## src/rtl/jk_seq_gen.sv

```systemverilog
module jk_seq_gen (
  input  logic       clk,
  input  logic       rst,
  input  logic       en,
  input  logic       load,
  input  logic [2:0] seed,
  output logic [2:0] state,
  output logic       wrap
);
  localparam int N = 3;

  logic [N-1:0] q, jx, kx, j, k;
  logic s2, s1, s0;

  assign {s2, s1, s0} = q;
  assign state = q;

  // excitation terms
  assign jx = {s1 & s0, s0 | s2, 1'b1};
  assign kx = {s1 & s0, s0, ~s2 & s1};
  assign j  = en ? jx : '0;
  assign k  = en ? kx : '0;

  for (genvar i = 0; i < N; i++) begin : g_stage
    logic ff;
    always_ff @(posedge clk) begin
      if (rst)       ff <= (i == 0) ? 1'b1 : 1'b0;
      else if (load) ff <= seed[i];
      else begin
        case ({j[i], k[i]})
          2'b10:   ff <= 1'b1;
          2'b01:   ff <= 1'b0;
          2'b11:   ff <= ~ff;
          default: ff <= ff;
        endcase
      end
    end
    assign q[i] = ff;
  end

  always_ff @(posedge clk) begin
    if (rst || load) wrap <= 1'b0;
    else             wrap <= en && (q == 3'b111);
  end

  p_reset_state_r1: assert property (@(posedge clk)
    rst |=> (state == 3'b001 && !wrap));

  p_step_1_r2: assert property (@(posedge clk) disable iff (rst)
    (en && !load && state == 3'b001) |=> state == 3'b011);
  p_step_3_r2: assert property (@(posedge clk) disable iff (rst)
    (en && !load && state == 3'b011) |=> state == 3'b100);
  p_step_4_r2: assert property (@(posedge clk) disable iff (rst)
    (en && !load && state == 3'b100) |=> state == 3'b111);
  p_step_7_r2: assert property (@(posedge clk) disable iff (rst)
    (en && !load && state == 3'b111) |=> state == 3'b001);

  p_hold_r3: assert property (@(posedge clk) disable iff (rst)
    (!en && !load) |=> ($stable(state) && !wrap));

  p_fix_0_r4: assert property (@(posedge clk) disable iff (rst)
    (en && !load && state == 3'b000) |=> state == 3'b001);
  p_fix_2_r4: assert property (@(posedge clk) disable iff (rst)
    (en && !load && state == 3'b010) |=> state == 3'b011);
  p_fix_5_6_r4: assert property (@(posedge clk) disable iff (rst)
    (en && !load && (state == 3'b101 || state == 3'b110)) |=> state == 3'b111);

  p_wrap_cause_r5: assert property (@(posedge clk) disable iff (rst)
    wrap |-> (state == 3'b001 && $past(state) == 3'b111));

  p_load_r6: assert property (@(posedge clk) disable iff (rst)
    load |=> (state == $past(seed) && !wrap));

  p_closed_r7: assert property (@(posedge clk) disable iff (rst)
    (en && !load && (state == 3'b001 || state == 3'b011 ||
                     state == 3'b100 || state == 3'b111))
    |=> (state == 3'b001 || state == 3'b011 ||
         state == 3'b100 || state == 3'b111));
endmodule

```

## config.mk

```make
export PLATFORM = sky130hd
export DESIGN_NAME = jk_seq_gen
export DESIGN_NICKNAME = d
export VERILOG_FILES = /design/src/rtl/jk_seq_gen.sv
export SDC_FILE = /design/constraint.sdc
export NUM_CORES = 1
export LEC_CHECK = 0
export BUFFER_PORTS_ARGS = -buffer_cell sky130_fd_sc_hd__buf_2
export CORE_AREA = 10 10 47 49
export CTS_CLUSTER_SIZE = 16
export DETAILED_ROUTE_END_ITERATION = 6
export DIE_AREA = 0 0 57 59
export SYNTH_ARGS = -nofsm -noshare
export SYNTH_HDL_FRONTEND = slang
export SYNTH_SLANG_ARGS = --single-unit
```

## constraint.sdc

```tcl
create_clock -name clk -period 2 [get_ports clk]
set_clock_uncertainty 0.05 [all_clocks]
set_input_delay 0.2 -clock clk [delete_from_list [all_inputs] [get_ports clk]]
set_output_delay 0.2 -clock clk [all_outputs]
set_load 0.005 [all_outputs]
```

==> flow_summary.html, run 1 <==
<table>
<tr><th>Metric</th><th>Value</th></tr>
<tr><th colspan="2">Worst hold path</th></tr>
<tr><td>Tightest Hold Check Type</td><td>in2reg</td></tr>
<tr><th colspan="2">Logic synthesis</th></tr>
<tr><td>EDFF count, synth</td><td>0</td></tr>
<tr><td>Post-synthesis net count</td><td>34</td></tr>
<tr><td>Top cells by area in the synthesized netlist</td><td>dfxtp_1 (34%), buf_4 (9.7%), o41ai_2 (7.0%)</td></tr>
<tr><td>Number of storage elements in the synthesis netlist</td><td>4</td></tr>
<tr><td>Async SR Flop Fraction</td><td>0%</td></tr>
<tr><td>Cell taking the most area after synthesis</td><td>dfxtp_1</td></tr>
<tr><td>Post-synth design cell area</td><td>233 um^2</td></tr>
<tr><td>Top cells by instance count after synthesis</td><td>dfxtp_1 (4), buf_4 (3), nor2_1 (3), a21oi_1 (2)</td></tr>
<tr><td>Synthesized area divided by synthesized cell count</td><td>8.95 um^2</td></tr>
<tr><td>Distinct cell type count after synthesis</td><td>18</td></tr>
<tr><td>Most frequent cell after synthesis</td><td>dfxtp_1</td></tr>
<tr><td>Sequential share of the synthesized area</td><td>34.4%</td></tr>
<tr><td>Gate count after technology mapping</td><td>26</td></tr>
<tr><td>Ys flop type</td><td>dfxtp_1</td></tr>
<tr><td>Share of the synthesized area in the top cell type</td><td>34.4%</td></tr>
<tr><td>Yosys warning total</td><td>0</td></tr>
<tr><th colspan="2">Cells and area</th></tr>
<tr><td>Ant. Diodes</td><td>0</td></tr>
<tr><td>Layout net count</td><td>46</td></tr>
<tr><td>Fill cells</td><td>167</td></tr>
<tr><td>Area growth from synthesis to final layout</td><td>30.1%</td></tr>
<tr><td>Total area of multi-input combinational cells</td><td>126 um^2</td></tr>
<tr><td>Register area</td><td>around 80 um^2</td></tr>
<tr><td>Fraction of final layout cells with drive strength greater than 1</td><td>41.7%</td></tr>
<tr><th colspan="2">Floorplanning</th></tr>
<tr><td>Site row count</td><td>14</td></tr>
<tr><td># IOs</td><td>11</td></tr>
<tr><td>Die footprint</td><td>3360 um^2</td></tr>
<tr><td>DIE HEIGHT</td><td>~59 um</td></tr>
<tr><td>Die X-Extent</td><td>57 um</td></tr>
<tr><td>Starting utilization of the core area</td><td>16.6%</td></tr>
<tr><td>Area of the placeable core</td><td>around 1400 um^2</td></tr>
<tr><th colspan="2">Clocking</th></tr>
<tr><td>Clock transition time at the flip-flop clock pins of the worst setup and hold paths</td><td>40 ps</td></tr>
<tr><td>Clock buffer count from CTS</td><td>3</td></tr>
<tr><td>TritonCTS clock tree</td><td>built</td></tr>
<tr><td>H-tree Lvls</td><td>1</td></tr>
<tr><td>Setup fix buffers added after clock tree synthesis</td><td>0</td></tr>
<tr><td>Num Clock Sinks</td><td>4</td></tr>
<tr><td>Maximum buffer depth of the clock tree</td><td>2</td></tr>
<tr><td>Number of gates resized after CTS</td><td>0</td></tr>
<tr><td>Clock latency reported for the late side of the worst-skew pair</td><td>~230 ps</td></tr>
<tr><td>Post-CTS Hold Buffers</td><td>0</td></tr>
<tr><td>Root cell of the clock tree</td><td>clkbuf_4</td></tr>
<tr><th colspan="2">Status</th></tr>
<tr><td>Result of the run</td><td>finished clean</td></tr>
<tr><th colspan="2">Pwr</th></tr>
<tr><td>Total power after layout</td><td>0.228 mW</td></tr>
<tr><td>Leakage component of the power</td><td>0.141 nW</td></tr>
<tr><td>Worst supply voltage drop on vdd</td><td>0.246 mV</td></tr>
<tr><td>Power per standard cell area</td><td>752 nW/um^2</td></tr>
<tr><th colspan="2">Drt</th></tr>
<tr><td>Count of antenna-violating nets left after detailed routing</td><td>0</td></tr>
<tr><td>Residual DRC</td><td>0</td></tr>
<tr><td>First-pass detailed-route iteration total</td><td>2</td></tr>
<tr><td>Wl on met1</td><td>279 um</td></tr>
<tr><td>Count of routing violations after the opening detailed-route iteration</td><td>1</td></tr>
<tr><td>Count of vias placed by the detailed router</td><td>213</td></tr>
<tr><td>Detailed-route wire length</td><td>540 um</td></tr>
<tr><td>Post-DR vias/cell</td><td>4.10</td></tr>
<tr><td>DR WL met3</td><td>67 um</td></tr>
<tr><td>Wire length on met2</td><td>about 190 um</td></tr>
<tr><td>Max layer used</td><td>met3</td></tr>
<tr><td>Wire per inst</td><td>10.4 um</td></tr>
<tr><th colspan="2">Flow run</th></tr>
<tr><td>Max_cap viols</td><td>0</td></tr>
<tr><th colspan="2">Worst setup path</th></tr>
<tr><td>Critical path arrival</td><td>1480 ps</td></tr>
<tr><td>Maximum cell stage delay along the critical path</td><td>370 ps</td></tr>
<tr><td>Total buffers and inverters traversed by the critical path</td><td>0</td></tr>
<tr><td>Slowest cell on the critical path</td><td>dfxtp_1</td></tr>
<tr><td>Maximum fanout along the worst path</td><td>5</td></tr>
<tr><td>Crit path max-delay family</td><td>compound AO/OA/AOI/OAI gates</td></tr>
<tr><td>Startpoint type of the worst setup path</td><td>flop</td></tr>
<tr><td>Cells along the critical path</td><td>o21ai_0 -&gt; ha_1 -&gt; nor2b_1 -&gt; o21a_1 -&gt; o41ai_2</td></tr>
<tr><td>Required arrival time at the worst endpoint</td><td>approximately 2100 ps</td></tr>
<tr><td>Kind of end point of the critical path</td><td>flop</td></tr>
<tr><td>Startpoint-to-endpoint class of the critical path</td><td>reg2reg</td></tr>
<tr><th colspan="2">GRT</th></tr>
<tr><td>Remaining global-route overflow</td><td>0</td></tr>
<tr><td>Global-route wire length before repair</td><td>about 950 um</td></tr>
<tr><td>Global-route usage over all layers</td><td>3.88%</td></tr>
<tr><td>Number of antenna violations at the first check in global routing</td><td>0</td></tr>
<tr><td>Maximum number of pins on one net before global-route repair</td><td>8</td></tr>
<tr><td>Number of global-route vias before repair</td><td>between 200 and 250</td></tr>
<tr><th colspan="2">STA</th></tr>
<tr><td>Achievable clock frequency</td><td>roughly 0.72 GHz</td></tr>
<tr><td>Final sum of negative setup slack</td><td>0 ps</td></tr>
<tr><td>Post-route clock period utilization</td><td>69.6%</td></tr>
<tr><td>Minimum clock period after layout</td><td>1390 ps</td></tr>
<tr><td>Final count of hold timing violations</td><td>0</td></tr>
<tr><td>Worst slew pin tran</td><td>approximately 230 ps</td></tr>
<tr><td>Unrepaired setup endpoints after global routing</td><td>no</td></tr>
<tr><td>Number of slew-limit violations in the final report</td><td>0</td></tr>
<tr><td>Max-slew headroom at the worst pin</td><td>84.9%</td></tr>
<tr><td>Finish-stage setup viols</td><td>0</td></tr>
<tr><th colspan="2">Placed design</th></tr>
<tr><td>Detailed placement HPWL</td><td>468 um</td></tr>
<tr><td>Number of port buffers</td><td>10</td></tr>
<tr><td>Last weighted congestion value of the routability-driven placer</td><td>roughly 0.63</td></tr>
</table>
==> registers in the layout, indices dropped and copies added (netlist names) <==
| name | flops |
|---|---|
| wrap | 1 |
| g_stage.ff | 3 |
==> report_power, final <==
part / leakage [nW] / total, mW / switching, mW / internal [mW]
sequential: 0.0331 / 0.0909 / 0.00522 / 0.0857
clock: 0.0138 / 0.0962 / 0.0293 / 0.0669
combinational: 0.0945 / 0.0405 / 0.0192 / 0.0213
total: 0.141 / 0.228 / 0.0537 / 0.174
==> stage by stage <==
stage	instances	worst slack, ps	hold slack [ps]	utilization (%)	instance area (um^2)
2_1_floorplan	26	677	227	-	233
3_3_place_gp	49	644	374	20.0	280
3_5_place_dp	49	602	377	20.0	280
4_1_cts	52	598	133	21.6	303
5_1_grt	52	542	150	21.6	303
6_report	52	608	140	21.6	303
==> path summary, 6_finish.rpt <==
check	startpoint	slack (ps)	to	cells past startpoint
max	g_stage[0].ff	610	g_stage[1].ff	5
min	seed[0]	140	g_stage[0].ff	3
max reg2reg	g_stage[0].ff	610	g_stage[1].ff	5
min reg2reg	g_stage[2].ff	480	wrap	1
==> layout make-up <==
| class | instances | area share [%] |
|---|---|---|
| Multi-Input combinational cell | 18 | 41.7 |
| Inverter | 1 | 1.24 |
| Tap cell | 16 | 6.61 |
| Sequential cell | 4 | 26.4 |
| Timing Repair Buffer | 10 | 16.5 |
| Clock buffer | 3 | 7.44 |
==> worst register-to-register path, cell delays in order, from the launching register on <==
cell and delay (ps):
dfxtp_1 370, o21ai_0 110, ha_1 300, nor2b_1 50, o21a_1 170, o41ai_2 250
==> cell families after synthesis <==
logic type	after synthesis	share of synthesized area, %
adder cells (fa/ha/maj)	1	5.38
flip-flops	4	34.4
AO/OA/AOI/OAI	7	23.7
AND/OR/NAND/NOR	10	25.3
buffers and inverters	4	11.3
==> metal layers <==
metal,GRT usage [%],vias to the layer above
li1,-,114
met3,4.29,0
met1,4.50,91
met4,3.02,0
met2,3.57,8
met5,0,-
==> cell usage in the layout, fill, tap and decap left out <==
cell / n
a21oi_1: 2
and2_1: 1
and2_4: 1
buf_2: 10
clkbuf_4: 3
dfxtp_1: 4
ha_1: 1
inv_1: 1
nand3_1: 1
nand3b_1: 1
nor2_1: 3
nor2b_1: 1
nor3_1: 1
nor4b_1: 1
o21a_1: 1
o21ai_0: 1
o31a_1: 1
o31ai_1: 1
o41ai_2: 1
(Power assumes the default switching activity.)
==> run 2: changes to the inputs <==
- clock period: 2 -> 1.1 ns (I/O delays scaled with it)
==> flow_summary.html, run 2 (synthesized netlist as in run 1, its figures left out) <==
<table>
<tr><th>Metric</th><th>Value</th></tr>
<tr><th colspan="2">STA</th></tr>
<tr><td>Max-slew headroom at the worst pin</td><td>86.1%</td></tr>
<tr><td>Achievable clock frequency</td><td>0.778 GHz</td></tr>
<tr><td>Worst slew pin tran</td><td>between 200 and 250 ps</td></tr>
<tr><td>Finish-stage setup viols</td><td>3</td></tr>
<tr><td>Minimum clock period after layout</td><td>1290 ps</td></tr>
<tr><td>Number of slew-limit violations in the final report</td><td>0</td></tr>
<tr><td>Post-route clock period utilization</td><td>117%</td></tr>
<tr><td>Final count of hold timing violations</td><td>0</td></tr>
<tr><td>Unrepaired setup endpoints after global routing</td><td>yes</td></tr>
<tr><td>PnR worst setup slack</td><td>-186 ps</td></tr>
<tr><th colspan="2">Placed design</th></tr>
<tr><td>Number of port buffers</td><td>10</td></tr>
<tr><td>Detailed placement HPWL</td><td>524 um</td></tr>
<tr><td>Post-Place Setup Slack</td><td>-234 ps</td></tr>
<tr><td>Last weighted congestion value of the routability-driven placer</td><td>about 0.75</td></tr>
<tr><th colspan="2">Pwr</th></tr>
<tr><td>Cell Int Power</td><td>approximately 0.36 mW</td></tr>
<tr><td>Flop pwr share</td><td>34.7%</td></tr>
<tr><td>Worst supply voltage drop on vdd</td><td>between 0.5 and 0.6 mV</td></tr>
<tr><td>Clock network power share</td><td>36.7%</td></tr>
<tr><td>Total power after layout</td><td>around 0.48 mW</td></tr>
<tr><td>Net switching share of the total power</td><td>roughly a quarter</td></tr>
<tr><td>Power share of the combinational group</td><td>28.6%</td></tr>
<tr><td>Leakage component of the power</td><td>0.189 nW</td></tr>
<tr><td>P_sw</td><td>0.123 mW</td></tr>
<tr><td>Power per standard cell area</td><td>1130 nW/um^2</td></tr>
<tr><th colspan="2">Cells and area</th></tr>
<tr><td>Layout net count</td><td>53</td></tr>
<tr><td>Commonest non-fill, non-tap cell in the layout</td><td>buf_2</td></tr>
<tr><td>Largest registers</td><td>g_stage.ff x3, wrap x1</td></tr>
<tr><td>Top library cells by usage in the layout, fill and taps aside</td><td>buf_2 (10), buf_4 (5), clkbuf_4 (3), dfxtp_1 (3)</td></tr>
<tr><td>Register name with the most flops</td><td>g_stage.ff</td></tr>
<tr><td>Fraction of final layout cells with drive strength greater than 1</td><td>69.8%</td></tr>
<tr><td>Final core utilization</td><td>30.4%</td></tr>
<tr><td>Max FFs per register</td><td>3</td></tr>
<tr><td>Ant. Diodes</td><td>0</td></tr>
<tr><td>Area growth from synthesis to final layout</td><td>82.8%</td></tr>
<tr><th colspan="2">GRT</th></tr>
<tr><td>Number of antenna violations at the first check in global routing</td><td>0</td></tr>
<tr><td>Global-route usage over all layers</td><td>4.58%</td></tr>
<tr><td>Number of global-route vias before repair</td><td>273</td></tr>
<tr><td>Maximum number of pins on one net before global-route repair</td><td>8</td></tr>
<tr><td>Remaining global-route overflow</td><td>0</td></tr>
<tr><td>Global-route wire length before repair</td><td>1160 um</td></tr>
<tr><th colspan="2">Worst setup path</th></tr>
<tr><td>Maximum fanout along the worst path</td><td>3</td></tr>
<tr><td>Cells along the critical path</td><td>and2_4 -&gt; ha_4 -&gt; nor2b_1 -&gt; o21a_1 -&gt; o41ai_2</td></tr>
<tr><td>Startpoint type of the worst setup path</td><td>flop</td></tr>
<tr><td>Startpoint-to-endpoint class of the critical path</td><td>reg2reg</td></tr>
<tr><td>Kind of end point of the critical path</td><td>flop</td></tr>
<tr><td>Slowest cell on the critical path</td><td>dfxtp_4</td></tr>
<tr><td>Launching element of the worst setup path</td><td>g_stage[0].ff</td></tr>
<tr><td>Critical R2R Launch</td><td>g_stage[0].ff</td></tr>
<tr><td>Slack of the worst reg-to-reg path</td><td>-190 ps</td></tr>
<tr><td>Total buffers and inverters traversed by the critical path</td><td>0</td></tr>
<tr><td>Crit path max-delay family</td><td>flip-flops</td></tr>
<tr><td>Reg2Reg Capture Point</td><td>g_stage[1].ff</td></tr>
<tr><td>Required arrival time at the worst endpoint</td><td>1190 ps</td></tr>
<tr><td>Critical path arrival</td><td>1370 ps</td></tr>
<tr><td>Maximum cell stage delay along the critical path</td><td>between 300 and 400 ps</td></tr>
<tr><td>Worst reg-to-reg path cell count</td><td>5</td></tr>
<tr><th colspan="2">Floorplanning</th></tr>
<tr><td>Die footprint</td><td>roughly 3400 um^2</td></tr>
<tr><td>Starting utilization of the core area</td><td>16.6%</td></tr>
<tr><td>Die X-Extent</td><td>57 um</td></tr>
<tr><td>Area of the placeable core</td><td>1400 um^2</td></tr>
<tr><td># IOs</td><td>11</td></tr>
<tr><td>Site row count</td><td>14</td></tr>
<tr><td>DIE HEIGHT</td><td>59 um</td></tr>
<tr><th colspan="2">Status</th></tr>
<tr><td>Failing checks</td><td>setup timing</td></tr>
<tr><td>Result of the run</td><td>finished, violations left</td></tr>
<tr><th colspan="2">Clocking</th></tr>
<tr><td>TritonCTS clock tree</td><td>built</td></tr>
<tr><td>Clock buffer count from CTS</td><td>3</td></tr>
<tr><td>Clock latency reported for the late side of the worst-skew pair</td><td>230 ps</td></tr>
<tr><td>Post-CTS Hold Buffers</td><td>0</td></tr>
<tr><td>Maximum buffer depth of the clock tree</td><td>2</td></tr>
<tr><td>H-tree Lvls</td><td>1</td></tr>
<tr><td>Num Clock Sinks</td><td>4</td></tr>
<tr><td>Root cell of the clock tree</td><td>clkbuf_4</td></tr>
<tr><td>Clock transition time at the flip-flop clock pins of the worst setup and hold paths</td><td>40 ps</td></tr>
<tr><th colspan="2">Worst hold path</th></tr>
<tr><td>Hold path startpoint</td><td>seed[0]</td></tr>
<tr><td>Worst-case hold path end point</td><td>g_stage[0].ff</td></tr>
<tr><td>Tightest Hold Check Type</td><td>in2reg</td></tr>
<tr><td>Hold Path Stages</td><td>3</td></tr>
<tr><th colspan="2">Drt</th></tr>
<tr><td>Detailed-route wire length</td><td>about 660 um</td></tr>
<tr><td>Wire per inst</td><td>roughly 11 um</td></tr>
<tr><td>Residual DRC</td><td>0</td></tr>
<tr><td>Post-DR vias/cell</td><td>4.36</td></tr>
<tr><td>Count of antenna-violating nets left after detailed routing</td><td>0</td></tr>
<tr><td>First-pass detailed-route iteration total</td><td>2</td></tr>
<tr><td>Count of routing violations after the opening detailed-route iteration</td><td>5</td></tr>
<tr><td>Count of vias placed by the detailed router</td><td>between 200 and 300</td></tr>
<tr><th colspan="2">Flow run</th></tr>
<tr><td>Max_cap viols</td><td>0</td></tr>
</table>
run 2: cell type report:
class / instances / area [um^2]
clock buffer: 3 / 22.5
fill: 167 / 976
inverter: 1 / 3.75
multi-input combinational: 18 / 185
sequential: 4 / 83.8
tap: 16 / 20.0
timing repair buffer: 17 / 110
run 2: worst max path at each step:
| stage | cells after the start | slack [ps] | to |
|---|---|---|---|
| 2_1_floorplan | 5 | -210 | g_stage[1].ff |
| 3_3_place_gp | 5 | -230 | g_stage[1].ff |
| 3_5_place_dp | 5 | -230 | g_stage[1].ff |
| 4_1_cts | 5 | -160 | g_stage[1].ff |
| 5_1_grt | 5 | -220 | g_stage[1].ff |
| 6_report | 5 | -190 | g_stage[1].ff |
run 2: what timing repair did:
action / in CTS / in global routing
setup endpoints to repair: 4 / 4
gates cloned: 0 / 0
resized for setup: 5 / 7
pin swaps: 3 / 0
buffers inserted: 1 / 0
run 2: through the flow:
stage | cell area [um^2] | std cells | hold slack, ps | TNS (ps)
2_1_floorplan | 249 | 26 | 137 | -212
3_3_place_gp | 342 | 55 | 280 | -297
3_5_place_dp | 342 | 55 | 282 | -360
4_1_cts | 390 | 59 | 45.6 | -229
5_1_grt | 425 | 59 | 71.4 | -567
6_report | 425 | 59 | 48.4 | -303
run 2: layer usage:
metal	GRT usage [%]	wire length, um	vias up
met3	4.94	84	0
met4	2.01	0	0
met5	0	0	-
met2	5.74	269	11
met1	4.74	301	120
li1	-	-	126
run 2: worst register-to-register path, delay by kind of cell, from the launching register on:
kind / cells / cell delay [ps]
AO/OA/AOI/OAI: 2 / 350
AND/OR/NAND/NOR: 2 / 190
adder cells (fa/ha/maj): 1 / 260
flip-flops: 1 / 350
run 2: power groups by stage:
stage               registers, mW  logic [mW]  clock network [mW]
finish                      0.166       0.137               0.176
global route                0.167       0.154               0.197
CTS                         0.164       0.122               0.181
detailed placement          0.165       0.112                   0
global placement            0.164       0.109                   0
floorplan                   0.167      0.0617                   0
